**config.mk**
```make
export PLATFORM = sky130hd
export DESIGN_NAME = hop_phase_tracker
export DESIGN_NICKNAME = d
export VERILOG_FILES = /design/src/rtl/hop_phase_pkg.sv /design/src/rtl/hop_phase_store.sv /design/src/rtl/hop_chan_table.sv /design/src/rtl/hop_phase_tracker.sv
export SDC_FILE = /design/constraint.sdc
export NUM_CORES = 2
export LEC_CHECK = 0
export BUFFER_PORTS_ARGS = -buffer_cell sky130_fd_sc_hd__buf_2
export CAP_MARGIN = 15
export CORE_MARGIN = 2
export CORE_UTILIZATION = 45
export DETAILED_ROUTE_END_ITERATION = 8
export SLEW_MARGIN = 5
export SYNTH_ARGS = -nofsm -noshare
export SYNTH_HDL_FRONTEND = slang
export SYNTH_SLANG_ARGS = --single-unit
```
**constraint.sdc**
```tcl
create_clock -name clk -period 16.9 [get_ports clk]
set_clock_uncertainty 0.15 [all_clocks]
set_input_delay 0 -clock clk [delete_from_list [all_inputs] [get_ports clk]]
set_output_delay 0 -clock clk [all_outputs]
set_load 0.01 [all_outputs]
```
**src/rtl/hop_phase_pkg.sv**
```systemverilog
package hop_phase_pkg;

    localparam int CODE_W = 6;
    localparam int NCODE  = 1 << CODE_W;
    localparam int PH_W   = 12;
    localparam int CH_W   = 9;
    localparam int FW_W   = 32;

    // One eighth of a full turn: the pi/4 step of the phase word.
    localparam logic [PH_W-1:0] EIGHTH = PH_W'(1) << (PH_W - 3);

    typedef enum logic [1:0] {
        SYM_P1 = 2'b00,   // +pi/4
        SYM_P3 = 2'b01,   // +3pi/4
        SYM_M1 = 2'b10,   // -pi/4
        SYM_M3 = 2'b11    // -3pi/4
    } sym_e;

    typedef struct packed {
        logic [CH_W-1:0] idx;
        logic [FW_W-1:0] step;
        logic [PH_W-1:0] phase;
    } hop_stage_t;

    function automatic logic [PH_W-1:0] sym_to_dphase(input sym_e s);
        case (s)
            SYM_P1:  return EIGHTH;
            SYM_P3:  return PH_W'(3) * EIGHTH;
            SYM_M3:  return PH_W'(5) * EIGHTH;
            default: return PH_W'(7) * EIGHTH;
        endcase
    endfunction

endpackage

```
**src/rtl/hop_phase_store.sv**
```systemverilog
module hop_phase_store
    import hop_phase_pkg::*;
#(
    parameter int ENTRIES = NCODE,
    parameter int W       = PH_W,
    localparam int AW     = $clog2(ENTRIES)
) (
    input  logic          clk,
    input  logic          rst,
    input  logic          clr,
    input  logic          we,
    input  logic [AW-1:0] waddr,
    input  logic [W-1:0]  wdata,
    input  logic [AW-1:0] raddr,
    output logic [W-1:0]  rdata
);

    logic [W-1:0] mem [ENTRIES];

    always_ff @(posedge clk) begin
        if (rst || clr) begin
            for (int i = 0; i < ENTRIES; i++) mem[i] <= '0;
        end else if (we) begin
            mem[waddr] <= wdata;
        end
    end

    assign rdata = mem[raddr];

    // an accepted write lands in the addressed entry
    a_r3_writeback: assert property (@(posedge clk) disable iff (rst)
        (we && !clr) |=> mem[$past(waddr)] == $past(wdata));

    // clear empties both ends of the store
    a_r9_clear_zero: assert property (@(posedge clk) disable iff (rst)
        clr |=> (mem[0] == '0) && (mem[ENTRIES-1] == '0));

endmodule

```
**src/rtl/hop_chan_table.sv**
```systemverilog
module hop_chan_table
    import hop_phase_pkg::*;
#(
    parameter int             ENTRIES   = NCODE,
    parameter int             IDX_W     = CH_W,
    parameter int             STEP_W    = FW_W,
    parameter logic [STEP_W-1:0] STEP_INIT = 32'h0001_0000,
    localparam int            AW        = $clog2(ENTRIES)
) (
    input  logic              clk,
    input  logic              rst,
    input  logic              tbl_we,
    input  logic [AW-1:0]     tbl_addr,
    input  logic [IDX_W-1:0]  tbl_idx,
    input  logic              step_we,
    input  logic [STEP_W-1:0] step_val,
    input  logic [AW-1:0]     raddr,
    output logic [IDX_W-1:0]  rd_idx,
    output logic [STEP_W-1:0] step_q
);

    logic [IDX_W-1:0] tab [ENTRIES];

    always_ff @(posedge clk) begin
        if (rst) begin
            for (int i = 0; i < ENTRIES; i++) tab[i] <= '0;
        end else if (tbl_we) begin
            tab[tbl_addr] <= tbl_idx;
        end
    end

    always_ff @(posedge clk) begin
        if (rst)          step_q <= STEP_INIT;
        else if (step_we) step_q <= step_val;
    end

    assign rd_idx = tab[raddr];

    // a table write is visible at its address afterwards
    a_r5_table_write: assert property (@(posedge clk) disable iff (rst)
        tbl_we |=> tab[$past(tbl_addr)] == $past(tbl_idx));

    // a step write is visible afterwards
    a_r6_step_load: assert property (@(posedge clk) disable iff (rst)
        step_we |=> step_q == $past(step_val));

endmodule

```
**src/rtl/hop_phase_tracker.sv**
```systemverilog
module hop_phase_tracker
    import hop_phase_pkg::*;
#(
    parameter logic [FW_W-1:0] STEP_INIT = 32'h0001_0000
) (
    input  logic              clk,
    input  logic              rst,
    input  logic              clr,
    input  logic              hop_stb,
    input  logic [CODE_W-1:0] hop_code,
    input  logic [1:0]        hop_sym,
    input  logic              tbl_we,
    input  logic [CODE_W-1:0] tbl_addr,
    input  logic [CH_W-1:0]   tbl_idx,
    input  logic              step_we,
    input  logic [FW_W-1:0]   step_val,
    output logic              upd_valid,
    output logic [FW_W-1:0]   upd_freq,
    output logic [PH_W-1:0]   upd_phase
);

    logic              accept;
    logic [PH_W-1:0]   old_phase;
    logic [PH_W-1:0]   new_phase;
    logic [CH_W-1:0]   cur_idx;
    logic [FW_W-1:0]   cur_step;
    hop_stage_t        s1;
    logic              s1_vld;
    logic [FW_W-1:0]   freq_next;

    // Clear wins over a hop in the same cycle.
    assign accept    = hop_stb && !clr;
    assign new_phase = old_phase + sym_to_dphase(sym_e'(hop_sym));

    hop_phase_store #(.ENTRIES(NCODE), .W(PH_W)) u_store (
        .clk   (clk),
        .rst   (rst),
        .clr   (clr),
        .we    (accept),
        .waddr (hop_code),
        .wdata (new_phase),
        .raddr (hop_code),
        .rdata (old_phase)
    );

    hop_chan_table #(
        .ENTRIES(NCODE), .IDX_W(CH_W), .STEP_W(FW_W), .STEP_INIT(STEP_INIT)
    ) u_table (
        .clk      (clk),
        .rst      (rst),
        .tbl_we   (tbl_we),
        .tbl_addr (tbl_addr),
        .tbl_idx  (tbl_idx),
        .step_we  (step_we),
        .step_val (step_val),
        .raddr    (hop_code),
        .rd_idx   (cur_idx),
        .step_q   (cur_step)
    );

    // Stage 1: capture the operands of the hop in its strobe cycle.
    always_ff @(posedge clk) begin
        if (rst) begin
            s1_vld <= 1'b0;
            s1     <= '0;
        end else begin
            s1_vld <= accept;
            if (accept) s1 <= '{idx: cur_idx, step: cur_step, phase: new_phase};
        end
    end

    assign freq_next = FW_W'(s1.idx) * s1.step;

    // Stage 2: release frequency and phase together.
    always_ff @(posedge clk) begin
        if (rst) begin
            upd_valid <= 1'b0;
            upd_freq  <= '0;
            upd_phase <= '0;
        end else begin
            upd_valid <= s1_vld;
            if (s1_vld) begin
                upd_freq  <= freq_next;
                upd_phase <= s1.phase;
            end
        end
    end

    // an accepted hop yields an update two edges later
    a_r7_latency: assert property (@(posedge clk) disable iff (rst)
        accept |=> ##1 upd_valid);

    // a hop that meets a clear yields no update
    a_r9_drop_on_clear: assert property (@(posedge clk) disable iff (rst)
        clr |=> ##1 !upd_valid);

    // the output pair moves only with the valid strobe
    a_r8_hold_pair: assert property (@(posedge clk) disable iff (rst)
        (!upd_valid && !$past(rst)) |-> ($stable(upd_freq) && $stable(upd_phase)));

    // phases stay on the pi/4 grid
    a_r3_on_grid: assert property (@(posedge clk) disable iff (rst)
        upd_valid |-> upd_phase[PH_W-4:0] == '0);

endmodule

```
### Word level (Yosys, flattened, before mapping)

Memory sizes are Yosys's and may differ from the RTL's. A register that Yosys moved wholly into a read port is not among the register bits.
Index checks and enable logic that the tools add are counted.

| operators by class | value |
|---|---|
| $add $sub $neg | 1 |
| multiply operators | 1 |
| equality and inequality tests | 2 |
| muxes and demuxes | 17 |
| reduce and logical (&&, ||, !) cells | 6 |

Operators by type and width:

| operator | number |
|---|---|
| 12-bit one-hot mux with 3 select lines | 1 |
| 9-bit by 32-bit multiplier with 32-bit output | 1 |
| 12-bit adder | 1 |
| 1-bit 2-to-1 mux | 12 |
| 12-bit 2-to-1 mux | 1 |
| 6-bit 2-to-1 mux | 2 |
| 12-bit OR reduction | 1 |
| 9-bit 2-to-1 mux | 1 |
| 9-bit OR reduction | 1 |
| 2-bit by 1-bit == test with 1-bit output, second input constant | 1 |
| 2-bit == test, second input constant | 1 |
| 2-bit zero test | 1 |
| 1-bit logical AND | 1 |
| 1-bit zero test | 1 |
| 1-bit logical OR | 1 |

| word-level totals | value |
|---|---|
| register bits after elaboration | 122 |
| bits in writable memories | 1,344 |
| input port bits | 61 |
| output and inout bits | 45 |
| logic and storage cells | 36 |
| memories | 2 |

Memories:

| memory | depth | bits a word | read ports | clocked after memory_dff | wr ports | line | text |
|---|---|---|---|---|---|---|---|
| u_store.mem | 64 | 12 | 1 | 0 | 64 | hop_phase_store.sv:18 | `logic [W-1:0] mem [ENTRIES];` |
| u_table.tab | 64 | 9 | 1 | 1 | 64 | hop_chan_table.sv:22 | `logic [IDX_W-1:0] tab [ENTRIES];` |

### Longest topological paths before layout

| logic depth | value |
|---|---|
| depth in word-level cells | 7 |
| mapped depth | 23 |
| gate-level depth less buffers | 21 |

### Cells and area by module

From an unflattened synthesis, not the netlist that was laid out.

| second synthesis, totals | value |
|---|---|
| cells, all modules | 5,425 |
| area total of the unflattened synthesis | 74,097.3 um2 |

By module, submodules not included:

| module | instances | cells each | area an instance (um2) | seq. area each (um2) |
|---|---|---|---|---|
| hop_phase_store | 1 | 2,322 | 35,437.7 | 23,062.1 |
| hop_chan_table | 1 | 1,844 | 27,879.2 | 17,937.2 |
| hop_phase_tracker | 1 | 1,259 | 10,780.3 | 1,981.9 |

### Worst setup path before layout

Ideal clock, no wire load.

| timing | value |
|---|---|
| path kind | reg-to-reg |
| start | register s1[44] (netlist name) |
| end | register upd_freq[29] |
| setup time | 91 ps |
| arrival | 5,253 ps |
| path slack | 11,406 ps |
| cell stages (with the launch flop) | 21 |
| buffers on the path | 2 |
| clock period less this slack | 5,494 ps |
| cell sequence | dfxtp_1 -> clkbuf_1 -> clkbuf_1 -> nand2_1 -> fa_1 -> inv_1 -> fa_1 -> fa_1 -> inv_1 -> fa_1 -> inv_1 -> ha_1 -> a21o_1 -> a211oi_1 -> o31ai_1 -> a221oi_1 -> o31ai_1 -> a211oi_1 -> o21a_1 -> or3_1 -> a311oi_1 |

| on the way | value |
|---|---|
| word-level cells in the longest chain between the ends | 1 |

RTL lines:

| element | line | text |
|---|---|---|
| 9-bit by 32-bit multiplier with 32-bit output | hop_phase_tracker.sv:72 | `assign freq_next = FW_W'(s1.idx) * s1.step;` |
| end signal, assigned | hop_phase_tracker.sv:83 | `upd_freq <= freq_next;` |
| end, declared | hop_phase_tracker.sv:18 | `output logic [FW_W-1:0] upd_freq,` |

Every way passes these cells.
A chain may end at the register's enable or synchronous reset.

### Worst setup path after layout

| timing | value |
|---|---|
| start | register s1[47] (netlist name) |
| end | register upd_freq[31] |

| on the way | value |
|---|---|
| word-level cells in the longest chain between the ends | 1 |

RTL lines:

| element | line |
|---|---|
| 9-bit by 32-bit multiplier with 32-bit output | hop_phase_tracker.sv:72 |

Every way passes these cells.

==> flow_metrics.py <==
metrics = {
    "floorplan": {
        "die_x_um": 395,
        "die_h_um": 395,
        "start_util_pct": 45.4,
        "pin_count": 106,
        "die-area_um2": 156000,
        "num_rows": 143,
        "core_area_um2": 152000,
    },
    "synthesis": {
        "yosysWarningCount": 0,
        "synth.ff_latch_count": 1475,
        "synth_edf_count": 1344,
        "synth_mux_area_share_pct": 1.05,
        "synthDistinctLibCells": 62,
        "synth_xor_area_share_pct": 0.483,
        "synth_compound_area_share_pct": 10.9,
        "synth_fa_ha_area_share_pct": 5.99,
        "synthesis.area_um2": 68900,
        "syn_inst": 5725,
        "synth_sequential_area_ratio_pct": 62.4,
        "ys.flop_type": "edfxtp_1",
        "avgSynthCellArea_um2": 12.0,
        "synth_top_family_by_area": "simple AND/OR/NAND/NOR gates",
        "synthSimpleGateAreaFrac_pct": 14.9,
        "synth_nets": 6008,
        "async_flop_share_pct": 0,
    },
    "critical_path": {
        "crit_type": "flop to flop",
        "cp.arrival_ns": 7.19,
        "critPathMaxFanout": 30,
        "worstPathRequired_ns": 17.41,
        "end_kind": "flop",
        "r2r_slack_ns": 10.22,
        "start_kind": "flop",
    },
    "global_routing": {
        "grt_pass1_vias": 46855,
        "grt_overflow_total": 0,
        "grt_max_degree": 98,
        "grt_pass1_wl_mm": 309,
        "antenna_found_initial": 1,
        "grtUsageTotal_pct": 26.3,
    },
    "sta": {
        "maxSlewViolCount": 0,
        "hold_viol": 0,
        "slew_headroom_pct": 18.8,
        "fmax_ghz": 0.150,
        "fin_crit_ns": 6.68,
        "fin_crit_sh_pct": 39.5,
        "fin_setup_tns_ns": 0,
        "tightest_slew_ns": 1.21,
        "setup_viol": 0,
        "rsz0062_at_grt": "false",
    },
    "place": {
        "portBuffers": 105,
        "dp_cells": 7492,
        "routabilityCongestion": 0.847,
        "dp_hpwl_mm": 123,
    },
    "clock_network": {
        "cts_hold_buf": 147,
        "cts.sinks": 1475,
        "htreeDepth": 4,
        "post_cts_buffers": 0,
        "path_clk_slew_ns": 0.06,
        "cts_inserted_buffers": 157,
        "ctsRootBufferMaster": "clkbuf_16",
        "insertion_delay_ns": 0.83,
        "ctsResizeCount": 0,
        "cts_tree": "built",
        "cts_buffer_depth": 3,
    },
    "finish": {
        "seq_area_um2": 43000,
        "layout_common_cells": "edfxtp_1 (1344), nor2_1 (955), and2_1 (718), a22oi_1 (402), nand2_1 (348)",
        "layout.cells.non_filler": 7924,
        "fill_cells": 12941,
        "multi_input_area_um2": 23100,
        "synthToLayoutAreaGrowth_pct": 12.4,
        "layout_commonest_cell": "edfxtp_1",
        "layout-drive-gt1-share_pct": 8.23,
        "antenna_cells": 0,
        "nets": 6052,
        "final_util_pct": 51.0,
    },
    "detailed_routing": {
        "wl_per_cell_um": 26.1,
        "vias": 47019,
        "ant_nets": 0,
        "drt_wl_total_mm": 207,
        "viasPerCell": 5.93,
        "route.detailed.drc": 0,
        "drt_iter0_markers": 5419,
        "drtPass1Iterations": 6,
    },
    "power_and_ir_drop": {
        "max-vdd-ir-drop_mv": 0.107,
        "p_leak_nw": 28.3,
        "power_w": 0.00817,
        "powerDensity_nw_per_um2": 106,
    },
    "run_status": {
        "status": "finished clean",
    },
    "run": {
        "cap_viol_max_count": 0,
    },
    "worst_hold_path": {
        "hp-class": "primary input to flop",
    },
}
-- layout make-up --
cell class / count / share of cell area, %
clock buffers: 195 / 5.28
clock inverters: 89 / 1.09
inverters: 216 / 1.05
multi-input cells: 3530 / 29.8
flip-flops and latches: 1475 / 55.5
well taps: 2030 / 3.28
repair buffers: 389 / 3.99
-- per-stage QoR --
| stage | hold slack [ns] | cell area, um2 | setup WS [ns] |
|---|---|---|---|
| final | 0.0783 | 77500 | 10.22 |
| after global routing | 0.0549 | 77500 | 9.84 |
| after CTS | 0.00471 | 77500 | 10.18 |
| after detailed placement | 0.0777 | 71100 | 10.19 |
| after global placement | 0.0750 | 71000 | 10.33 |
| after floorplan | -0.0216 | 68900 | 11.41 |
-- report_power, final --
part / internal [W] / total [W] / switching, W / leakage [nW]
Clock: 0.00187 / 0.00337 / 0.00150 / 2.40
Sequential: 0.00413 / 0.00420 / 0.0000661 / 15.1
Combinational: 0.000149 / 0.000605 / 0.000455 / 10.8
-- cell usage after synthesis, drive strengths merged, types with 3 or more instances --
| library cell | instances | area (um2) |
|---|---|---|
| and3 | 11 | 68.8 |
| nand2 | 348 | 1310 |
| a31oi | 115 | 719 |
| buf | 213 | 1020 |
| o21a | 7 | 52.6 |
| a21oi | 97 | 485 |
| nand2b | 9 | 56.3 |
| nor3 | 7 | 35.0 |
| nor3b | 4 | 35.0 |
| xor2 | 10 | 87.6 |
| and2 | 718 | 4490 |
| o31ai | 4 | 30.0 |
| a211oi | 16 | 120 |
| ha | 42 | 526 |
| a221oi | 131 | 1150 |
| a22oi | 402 | 3020 |
| a22o | 130 | 1140 |
| mux2i | 68 | 681 |
| or4 | 7 | 52.6 |
| or3 | 4 | 25.0 |
| edfxtp | 1344 | 40400 |
| nand3b | 4 | 30.0 |
| nand3 | 14 | 70.1 |
| a21o | 9 | 67.6 |
| clkbuf | 291 | 1090 |
| a221o | 3 | 30.0 |
| o21bai | 3 | 22.5 |
| nor2 | 958 | 3600 |
| dfxtp | 131 | 2620 |
| o211ai | 8 | 60.1 |
| nor4 | 20 | 131 |
| o21ai | 91 | 455 |
| xnor2 | 28 | 245 |
| nor2b | 7 | 43.8 |
| nand4 | 50 | 313 |
| inv | 216 | 811 |
| fa | 180 | 3600 |
-- path summary, 6_finish.rpt --
kind,start,endpoint,depth (start not counted)
worst max-delay path,s1[47],upd_freq[31],19
worst min-delay path,tbl_addr[4],u_table.tab[14][0],3
worst max register to register,s1[47],upd_freq[31],19
worst min register to register,u_table.step_q[4],s1[16],2
-- sequential cells by signal, summed over array words and instances, names as in the netlist --
name            cells
s1_vld              1
upd_valid           1
u_table.step_q     32
u_store.mem       768
s1                 53
upd_freq           32
upd_phase          12
u_table.tab       576
-- worst max-delay path, stage by stage, from the launching register on --
cell      delay [ns]
dfxtp_1         1.03
nand2_1         0.21
fa_1            0.57
fa_1            0.56
inv_1           0.06
fa_1            0.47
inv_1           0.05
fa_1            0.47
inv_1           0.04
ha_1            0.32
o211a_1         0.19
a211oi_1        0.09
o31ai_1         0.56
a221oi_1        0.28
o31ai_1         0.53
a211oi_1        0.20
o21a_1          0.24
o31ai_1         0.28
xnor2_1         0.15
o22ai_1         0.09
-- layer usage --
metal | vias up | track usage (%) | routed length (um)
met1 | 23919 | 36.3 | 85000
met2 | 2274 | 42.4 | 98200
met5 | - | 0 | 7
met4 | 2 | 8.70 | 6580
li1 | 20490 | - | -
met3 | 334 | 4.41 | 17500
-- cell families (layout without fill, tap and decap cells) --
group / after synthesis / count (layout)
multiplexers: 71 / 71
AND/OR/NAND/NOR: 2166 / 2166
buffers and inverters: 720 / 889
flip-flops: 1475 / 1475
XOR/XNOR: 38 / 38
adder cells (fa/ha/maj): 222 / 222
AO/OA/AOI/OAI: 1033 / 1033
Power figures use the tool's default switching activity.
